**src/rtl/mdio_pkg.sv**
```systemverilog
// Package: shared constants and helpers for the management frame master.
// Assumes clause-22 framing: 32 preamble bits followed by one 32-bit word.
package mdio_pkg;

    localparam int PRE_BITS   = 32;
    localparam int WORD_BITS  = 32;
    localparam int FRAME_BITS = PRE_BITS + WORD_BITS;
    localparam int IDX_W      = $clog2(FRAME_BITS);

    // Bit periods where a read releases the line and captures data
    localparam int RD_RELEASE = PRE_BITS + 15;
    localparam int RD_CAPTURE = PRE_BITS + 16;

    typedef enum logic [1:0] {
        SEL_CTRL  = 2'd0,
        SEL_DIV   = 2'd1,
        SEL_STAT  = 2'd2,
        SEL_CMD   = 2'd3
    } reg_sel_e;

    localparam int CTRL_EN_BIT   = 4;
    localparam int DIV_SEL_LSB   = 18;
    localparam int STAT_IDLE_BIT = 2;

    localparam logic [1:0] OP_READ  = 2'b10;
    localparam logic [1:0] START_CD = 2'b01;
    localparam logic [1:0] TURN_CD  = 2'b10;

    // Forces the start and turnaround codes into a command word
    function automatic logic [31:0] fix_codes(input logic [31:0] w);
        logic [31:0] r;
        r = w;
        r[31:30] = START_CD;
        r[17:16] = TURN_CD;
        return r;
    endfunction

endpackage

```
**src/rtl/mdio_clk_div.sv**
```systemverilog
// Module: half-period tick generator for the management clock.
// Emits one tick every (lim+1) clocks while run is high; the counter
// restarts from zero whenever run is low. Assumes lim is held during a run.
module mdio_clk_div #(
    parameter int CNT_W = 5
) (
    input  logic             clk,
    input  logic             rst_n,
    input  logic             run,
    input  logic [CNT_W-1:0] lim,
    output logic             tick
);

    logic [CNT_W-1:0] cnt;

    assign tick = run && (cnt == lim);

    // Counts clocks inside one half period of the management clock
    always_ff @(posedge clk) begin
        if (!rst_n)            cnt <= '0;
        else if (!run || tick) cnt <= '0;
        else                   cnt <= cnt + 1'b1;
    end


    cnt_in_range_chk: assert property (@(posedge clk) disable iff (!rst_n)
        run |-> (cnt <= lim));

endmodule

```
**src/rtl/mdio_frame_seq.sv**
```systemverilog
// Module: frame sequencer. Loads a command word on start, then walks
// 64 bit periods: preamble ones, then the word MSB first. It drives data on
// falling management clock edges and samples on rising ones during read data.
// Assumes start is only raised while not busy and en is high.
module mdio_frame_seq
    import mdio_pkg::*;
#(
    parameter int CNT_W = 5
) (
    input  logic             clk,
    input  logic             rst_n,
    input  logic             en,
    input  logic             start,
    input  logic [31:0]      wdata,
    input  logic [CNT_W-1:0] lim_in,
    input  logic             tick,
    input  logic             mdio_i,
    output logic             busy,
    output logic             mdc,
    output logic             mdio_o,
    output logic             mdio_oe,
    output logic [31:0]      word,
    output logic [CNT_W-1:0] lim
);

    logic [IDX_W-1:0] idx;
    logic [IDX_W-1:0] nidx;
    logic             is_rd;
    logic [4:0]       cap_pos;
    logic             nbit;
    logic             n_oe;

    assign nidx    = idx + 1'b1;
    assign cap_pos = 5'd31 - idx[4:0];

    // Selects the value and drive state of the next bit period
    always_comb begin
        if (int'(nidx) < PRE_BITS) nbit = 1'b1;
        else                       nbit = word[5'd31 - nidx[4:0]];
        n_oe = !(is_rd && (int'(nidx) >= RD_RELEASE));
    end

    // Frame state: load, per-half-period advance, capture, end and abort
    always_ff @(posedge clk) begin
        if (!rst_n) begin
            busy    <= 1'b0;
            mdc     <= 1'b0;
            mdio_o  <= 1'b1;
            mdio_oe <= 1'b0;
            idx     <= '0;
            is_rd   <= 1'b0;
            word    <= '0;
            lim     <= '0;
        end else if (busy && !en) begin
            busy    <= 1'b0;
            mdc     <= 1'b0;
            mdio_o  <= 1'b1;
            mdio_oe <= 1'b0;
        end else if (start) begin
            busy    <= 1'b1;
            mdc     <= 1'b0;
            mdio_o  <= 1'b1;
            mdio_oe <= 1'b1;
            idx     <= '0;
            is_rd   <= (wdata[29:28] == OP_READ);
            word    <= fix_codes(wdata);
            lim     <= lim_in;
        end else if (busy && tick) begin
            if (!mdc) begin
                mdc <= 1'b1;
                if (is_rd && (int'(idx) >= RD_CAPTURE))
                    word[cap_pos] <= mdio_i;
            end else begin
                mdc <= 1'b0;
                if (int'(idx) == FRAME_BITS - 1) begin
                    busy    <= 1'b0;
                    mdio_o  <= 1'b1;
                    mdio_oe <= 1'b0;
                end else begin
                    idx     <= nidx;
                    mdio_o  <= nbit;
                    mdio_oe <= n_oe;
                end
            end
        end
    end


    rd_release_chk: assert property (@(posedge clk) disable iff (!rst_n)
        (busy && is_rd && (int'(idx) >= RD_RELEASE)) |-> !mdio_oe);


    idle_quiet_chk: assert property (@(posedge clk) disable iff (!rst_n)
        !busy |-> (!mdio_oe && !mdc && mdio_o));


    edge_only_chk: assert property (@(posedge clk) disable iff (!rst_n)
        (busy && en && !tick) |=> ($stable(mdc) && $stable(mdio_o)));


    fixed_codes_chk: assert property (@(posedge clk) disable iff (!rst_n)
        busy |-> (word[31:30] == START_CD && word[17:16] == TURN_CD));

endmodule

```
**src/rtl/mdio_reg_file.sv**
```systemverilog
// Module: register port. Holds the enable and divider select, decodes the
// command write into a start pulse and multiplexes read data.
// Assumes the command word itself is stored in the frame sequencer.
module mdio_reg_file
    import mdio_pkg::*;
(
    input  logic        clk,
    input  logic        rst_n,
    input  logic        wr_en,
    input  logic [1:0]  wr_sel,
    input  logic [31:0] wr_data,
    input  logic [1:0]  rd_sel,
    input  logic        busy,
    input  logic [31:0] word,
    output logic [31:0] rd_data,
    output logic        en,
    output logic [1:0]  div_sel,
    output logic        start
);

    assign start = wr_en && (reg_sel_e'(wr_sel) == SEL_CMD) && en && !busy;

    // Stores the enable flag and divider select from register writes
    always_ff @(posedge clk) begin
        if (!rst_n) begin
            en      <= 1'b0;
            div_sel <= 2'd0;
        end else if (wr_en) begin
            if (reg_sel_e'(wr_sel) == SEL_CTRL) en      <= wr_data[CTRL_EN_BIT];
            if (reg_sel_e'(wr_sel) == SEL_DIV)  div_sel <= wr_data[DIV_SEL_LSB +: 2];
        end
    end

    // Read data multiplexer
    always_comb begin
        rd_data = '0;
        case (reg_sel_e'(rd_sel))
            SEL_CTRL: rd_data[CTRL_EN_BIT]       = en;
            SEL_DIV:  rd_data[DIV_SEL_LSB +: 2]  = div_sel;
            SEL_STAT: rd_data[STAT_IDLE_BIT]     = !busy;
            default:  rd_data                    = word;
        endcase
    end

endmodule

```
**src/rtl/mdio_frame_master.sv**
```systemverilog
// Module: top of the management frame master. Connects the register port,
// the frame sequencer and the clock divider, and maps the divider select to
// a half-period limit. Assumes DIV_BASE and DIV_STEP are even and at least 2.
module mdio_frame_master
    import mdio_pkg::*;
#(
    parameter int DIV_BASE = 8,
    parameter int DIV_STEP = 16
) (
    input  logic        clk,
    input  logic        rst_n,
    input  logic        wr_en,
    input  logic [1:0]  wr_sel,
    input  logic [31:0] wr_data,
    input  logic [1:0]  rd_sel,
    output logic [31:0] rd_data,
    input  logic        mdio_i,
    output logic        mdc,
    output logic        mdio_o,
    output logic        mdio_oe
);

    localparam int CNT_W = $clog2(DIV_STEP * 2);

    logic             en_q;
    logic [1:0]       div_sel;
    logic             start;
    logic             busy;
    logic [31:0]      word_q;
    logic [CNT_W-1:0] lim_sel;
    logic [CNT_W-1:0] lim_run;
    logic             tick;

    // Maps the divider select to the last count of a half period
    always_comb begin
        if (div_sel == 2'd0) lim_sel = CNT_W'(DIV_BASE / 2 - 1);
        else                 lim_sel = CNT_W'(DIV_STEP * int'(div_sel) / 2 - 1);
    end

    mdio_reg_file u_regs (
        .clk     (clk),
        .rst_n   (rst_n),
        .wr_en   (wr_en),
        .wr_sel  (wr_sel),
        .wr_data (wr_data),
        .rd_sel  (rd_sel),
        .busy    (busy),
        .word    (word_q),
        .rd_data (rd_data),
        .en      (en_q),
        .div_sel (div_sel),
        .start   (start)
    );

    mdio_frame_seq #(.CNT_W(CNT_W)) u_seq (
        .clk     (clk),
        .rst_n   (rst_n),
        .en      (en_q),
        .start   (start),
        .wdata   (wr_data),
        .lim_in  (lim_sel),
        .tick    (tick),
        .mdio_i  (mdio_i),
        .busy    (busy),
        .mdc     (mdc),
        .mdio_o  (mdio_o),
        .mdio_oe (mdio_oe),
        .word    (word_q),
        .lim     (lim_run)
    );

    mdio_clk_div #(.CNT_W(CNT_W)) u_div (
        .clk   (clk),
        .rst_n (rst_n),
        .run   (busy),
        .lim   (lim_run),
        .tick  (tick)
    );


    busy_word_hold_chk: assert property (@(posedge clk) disable iff (!rst_n)
        busy |=> $stable(word_q[31:16]));


    disabled_no_start_chk: assert property (@(posedge clk) disable iff (!rst_n)
        (!en_q && !busy) |=> !busy);

endmodule

```
**config.mk**
```make
export PLATFORM = sky130hd
export DESIGN_NAME = mdio_frame_master
export DESIGN_NICKNAME = d
export VERILOG_FILES = /design/src/rtl/mdio_pkg.sv /design/src/rtl/mdio_clk_div.sv /design/src/rtl/mdio_frame_seq.sv /design/src/rtl/mdio_reg_file.sv /design/src/rtl/mdio_frame_master.sv
export SDC_FILE = /design/constraint.sdc
export NUM_CORES = 1
export LEC_CHECK = 0
export ABC_AREA = 1
export CAP_MARGIN = 30
export CORE_ASPECT_RATIO = 0.9
export CORE_UTILIZATION = 45
export CTS_CLUSTER_DIAMETER = 100
export DETAILED_ROUTE_END_ITERATION = 8
export PLACE_DENSITY = 0.72
export REMOVE_ABC_BUFFERS = 1
export SLEW_MARGIN = 15
export SYNTH_ARGS = -nofsm -noshare
export SYNTH_HDL_FRONTEND = slang
export SYNTH_SLANG_ARGS = --single-unit
export TNS_END_PERCENT = 10
```
**constraint.sdc**
```tcl
create_clock -name clk -period 2.2 [get_ports clk]
set_clock_uncertainty 0.05 [all_clocks]
set_input_delay 0.33 -clock clk [delete_from_list [all_inputs] [get_ports clk]]
set_output_delay 0.33 -clock clk [all_outputs]
set_load 0.02 [all_outputs]
```
======== Yosys cells after proc, flatten, opt, wreduce, memory -nomap -nowiden ========
Cells that the tools add are included.
operators by class
  add/subtract/negate cells ............... 5
  magnitude comparators ................... 6
  eq/ne operators ......................... 9
  muxes and demuxes ....................... 32
  bitwise gates (word level) .............. 2
  reduce and logical (&&, ||, !) cells .... 35
operators with widths
  operator                                              count
  two-way mux 32 bit                                    4
  bitwise mux 32 bit                                    1
  two-way mux 6 bit                                     4
  two-way mux 1 bit                                     14
  two-way mux 13 bit                                    1
  >= comparator 6 bit (second input constant)           2
  < comparator 5 x 6 -> 1 bit (second input constant)   2
  two-way mux 12 bit                                    1
  AND reduction 2 bit                                   5
  OR reduction 2 bit                                    5
  subtractor 5 bit (first input constant)               2
  logical AND 1 bit                                     9
  AND reduction 4 bit                                   2
  nonzero test 2 bit                                    4
  adder 6 x 1 -> 6 bit (second input constant)          1
  equality test 2 bit (second input constant)           3
  equality test 6 x 1 -> 1 bit (second input constant)  1
  zero test 2 bit                                       3
  < comparator 6 bit (second input constant)            1
  OR reduction 3 bit                                    2
  adder 5 x 1 -> 5 bit (second input constant)          1
  binary-select mux 1 bit (select 5 bit)                1
  demux 1 bit (select 5 bit)                            1
  equality test 5 bit                                   1
  other kinds (12)                                      18
word-level totals
  register bits after elaboration ......... 56
  input bits .............................. 40

======== Longest topological paths before layout ========
  depth in word-level cells ............... 10
  depth in mapped cells ................... 13
  depth with buffers taken out ............ 12

======== Modules after synthesis ========
A second synthesis with hierarchy kept.
unflattened totals
  cells, all modules ...................... 554
  area, all modules ....................... 3618.5 sq um
modules (own cells, without submodules)
  module             instances  cells each  area an instance (sq um)  sequential area each (sq um)
  mdio_frame_seq     1          407         2796.4                    960.9
  mdio_reg_file      1          95          498.0                     60.1
  mdio_clk_div       1          45          297.8                     100.1
  mdio_frame_master  1          7           26.3                      0.0

======== Worst setup path after synthesis ========
Ideal clock, no wire load.
  path type ............................... register to register
  from .................................... reg u_seq.idx[0]
  to ...................................... reg u_seq.mdio_o
  library setup time ...................... 0.109 ns
  arrival ................................. 1.827 ns
  slack ................................... 0.214 ns
  stages on the path, launching flop included .. 14
  path buffers ............................ 2
  path through ............................ dfxtp_1 buf_2 clkinv_1 ha_1 clkbuf_1 a21oi_1 o21ai_0 nand3_1 nand3_1 nand2_1 nand2_1 nand3_1 nand2_1 inv_1
between the ends
  word-level cells in the longest chain between the ends .. 6
RTL lines
  element                                  line                  source
  start: declaration                       mdio_frame_seq.sv:26  logic [IDX_W-1:0] idx;
  start signal: assignment                 mdio_frame_seq.sv:80  idx <= nidx;
  adder 6 x 1 -> 6 bit                     mdio_frame_seq.sv:33  assign nidx = idx + 1'b1;
  subtractor 5 bit                         mdio_frame_seq.sv:39  else nbit = word[5'd31 - nidx[4:0]];
  binary-select mux 1 bit (select 5 bit)   mdio_frame_seq.sv:39
  two-way mux 1 bit (implied by the code)  mdio_frame_seq.sv:39
  two-way mux 1 bit                        mdio_frame_seq.sv:38  if (int'(nidx) < PRE_BITS) nbit = 1'b1;
  two-way mux 1 bit (*)                    mdio_frame_seq.sv:75  if (int'(idx) == FRAME_BITS - 1) begin
  end signal: assignment                   mdio_frame_seq.sv:81  mdio_o <= nbit;
  end: declaration                         mdio_frame_seq.sv:20  output logic mdio_o,
Mark *: on every way between the ends. The rest lies on a longest branch, timed or not. The select of a mux whose other input is x is not followed.
A chain may end at the register's enable or synchronous reset.

======== Worst setup path after layout ========
  from .................................... in rd_sel[0]
  to ...................................... out rd_data[15]
between the ends
  word-level cells in the longest chain between the ends .. 3
RTL lines
  element                                               line                     source
  start: declaration                                    mdio_frame_master.sv:15  input logic [1:0] rd_sel,
  equality test 2 x 1 -> 1 bit (tied with other cells)  mdio_reg_file.sv:37      case (reg_sel_e'(rd_sel))
  OR reduction 3 bit (no source line) (*)               --
  two-way mux 13 bit (*)                                mdio_reg_file.sv:37
  end: declaration                                      mdio_frame_master.sv:16  output logic [31:0] rd_data,
Mark *: on every way between the ends. The rest lies on a longest branch, timed or not.

==> results.py <==
metrics = {
    "outcome": {
        "outcome": "completed",
    },
    "yosys": {
        "synth_common_cells": "nand2_1 (166), nor2_1 (89), inv_1 (60)",
        "yosys_warnings": 0,
        "ys_top_cells_by_area": "dfxtp_1 (33%), nand2_1 (18%), nor2_1 (9.9%), inv_1 (6.7%), nand3_1 (5.8%)",
        "syn_area_mm2": 0.00338,
        "synth-xor-area-share_pct": 0.777,
        "yosys_register_bits": 55,
        "yosys.area_share.simple_pct": 42.3,
        "synth_seq_area_share_pct": 32.5,
        "synth_fa_ha_area_share_pct": 1.85,
        "synth_edf_count": 0,
        "ys.flop_type": "dfxtp_1",
        "syn_inst": 548,
        "synth_top_cell_area_share_pct": 32.5,
        "ys_types": 34,
        "async_flop_share_pct": 0,
        "synth_mux_area_share_pct": 0,
        "yosysMostFrequentCell": "nand2_1",
        "synth-compound-area-share_pct": 11.4,
        "avgSynthCellArea_um2": 6.17,
        "synth_top_family_by_area": "simple AND/OR/NAND/NOR gates",
        "synth.largest_area_cell": "dfxtp_1",
    },
    "routing": {
        "viasPerCell": 5.14,
        "ant_nets": 0,
        "firstDrtPassIters": 5,
        "vias": 3691,
        "routedWlPerCell_um": 13.1,
        "drt-total-wl_um": 9410,
        "drc_errors": 0,
        "drt_iter0_drc": 206,
    },
    "clock_tree": {
        "clockRootBuffer": "clkbuf_8",
        "htreeDepth": 2,
        "hold_buffers": 0,
        "cts.clk_slew.worst_paths_ps": 100,
        "insertion_delay_ps": 320,
        "clock-sinks": 55,
        "numCtsBuffers": 5,
        "cts_max_path_buffers": 2,
        "cts_tree": "built",
    },
    "global_routing": {
        "grt_max_degree": 28,
        "grt_usage_pct": 25.1,
        "grt_pass1_wl_um": 15900,
        "grt_pass1_vias": 3505,
        "grt-ovfl-total": 0,
        "antenna_found_initial": 0,
    },
    "finish": {
        "syn2layout_area_growth_pct": 28.1,
        "antenna_cells": 0,
        "register_area_mm2": 0.00110,
        "fillCellCount": 722,
        "nets": 669,
        "layout-drive-gt1-share_pct": 8.80,
        "multi_input_area_mm2": 0.00190,
        "final_util_pct": 60.6,
    },
    "critical_path": {
        "crit_chain": "clkdlybuf4s50_1 -> nand2_1 -> buf_4 -> nor2_1 -> dlygate4sd2_1",
        "slowest_delay_ps": 500,
        "worstSetupPathType": "input port to primary output",
        "cp_slowest_cell": "clkdlybuf4s50_1",
        "critPathRequiredTime_ps": 1820,
        "cp.buffers_inverters": 3,
        "path_max_fanout": 14,
        "worst_ep_arrival_time_ps": 1610,
        "end_kind": "primary output",
        "crit_family": "buffers and inverters",
        "crit_path_start_kind": "input port",
    },
    "floorplan": {
        "die_h_um": 84.3,
        "core_area_mm2": 0.00715,
        "ioPinCount": 75,
        "die_width_um": 93.4,
        "die_area_mm2": 0.00787,
        "rows": 29,
        "initial_core_util_pct": 47.3,
    },
    "job": {
        "cap_violations": 0,
    },
    "sta": {
        "rsz0062_at_grt": "false",
        "fin_hold_ws_ps": 417,
        "finalHoldViolations": 0,
        "fin_crit_ps": 1990,
        "period_share_pct": 90.5,
        "tightest_slew_ps": 794,
        "slew_viol_final": 0,
        "fmax_ghz": 0.502,
        "relSlewSlack_pct": 47.0,
        "setup_viol": 0,
    },
    "power": {
        "power_density_mw_per_mm2": 435,
        "power.static_leakage_uw": 0.00214,
        "peakVddDrop_mv": 0.390,
    },
    "hold_path": {
        "hold_path.class": "flip-flop to flip-flop",
    },
    "placement": {
        "dpl.hpwl_um": 6890,
        "gp_congestion": 0.899,
        "io_buffers": 70,
    },
}
[per-layer routing]
layer	vias up	track usage (%)	share of wire, %
met5	-	0	0
met4	0	6.15	1.2
met3	11	3.62	5.1
met2	105	41.9	47
met1	1690	33.9	47
li1	1885	-	-
[worst register-to-register path: stages (launching register included)]
cell and delay, ps:
dfxtp_1 420, clkinv_1 120, ha_1 360, inv_1 230, o211ai_1 140, nand3_1 120, nand3_1 70, nand2_1 70
nand2_1 50, nand3_1 80, nand2_1 50, inv_1 40
[cell usage in the layout (no fill, tap or decap), types with 2 or more instances in the layout]
master / synthesis / routed
nor3_1: 4 / 4
nor2_1: 89 / 89
nand4_2: 11 / 11
dfxtp_1: 55 / 55
clkbuf_8: 0 / 5
xnor2_1: 2 / 2
dlymetal6s2s_1: 0 / 3
nand2_1: 166 / 166
buf_4: 2 / 21
clkdlybuf4s50_1: 0 / 38
inv_2: 5 / 5
o21ai_0: 27 / 27
dlygate4sd2_1: 0 / 29
a211oi_1: 2 / 2
nand3_1: 39 / 39
a21oi_1: 30 / 30
inv_1: 60 / 60
nand4_1: 7 / 7
nor2_2: 4 / 4
ha_1: 5 / 5
o211ai_1: 6 / 6
[layout make-up]
class / count / area share, %
Sequential cell: 55 / 25.4
Clock inverter: 3 / 1.10
Inverter: 66 / 5.72
Timing Repair Buffer: 92 / 19.6
Multi-Input combinational cell: 404 / 43.9
Clock buffer: 5 / 1.59
Tap cell: 93 / 2.68
[per-stage QoR]
stage / total power [uW] / worst slack, ps / area, um2 / std cells / setup TNS (ps)
final: 1890 / 209 / 4330 / 718 / 0
after global routing: 1940 / 76.1 / 4330 / 718 / 0
after floorplan: 1080 / -422 / 3250 / 525 / -9560
after detailed placement: 1190 / -75.8 / 4250 / 710 / -1650
after global placement: 1190 / -61.0 / 4250 / 710 / -945
after CTS: 1900 / 2.81 / 4330 / 718 / 0
[timing repair]
action                                  CTS  global route
endpoints found under the setup margin   29             3
resized for setup                        29             3
buffers inserted                          0             0
[where the power goes]
| part | total [uW] | internal (uW) | switching, uW |
|---|---|---|---|
| clock network | 718 | 346 | 372 |
| logic | 161 | 82.1 | 79.0 |
| registers | 1010 | 1000 | 5.21 |
[registers in the layout, summed over array words and instances (netlist names)]
name / flops
u_seq.mdc: 1
u_seq.is_rd: 1
u_seq.lim: 4
u_div.cnt: 5
u_seq.idx: 6
u_seq.word: 32
u_regs.en: 1
u_seq.mdio_o: 1
u_regs.div_sel: 2
u_seq.busy: 1
u_seq.mdio_oe: 1
[final timing paths]
check                 start             end  slack (ps)  depth (start not counted)
min          u_seq.word[24]  u_seq.word[24]         420                          2
min reg2reg  u_seq.word[24]  u_seq.word[24]         420                          2
max               rd_sel[0]     rd_data[15]         210                          5
max reg2reg    u_seq.idx[0]    u_seq.mdio_o         370                         11
[cells by family after synthesis]
kind of cell	count (synthesis)
AO/OA/AOI/OAI	70
adder cells (fa/ha/maj)	5
AND/OR/NAND/NOR	326
buffers and inverters	89
XOR/XNOR	3
flip-flops	55
No activity file was read; power rests on OpenSTA's default activity.
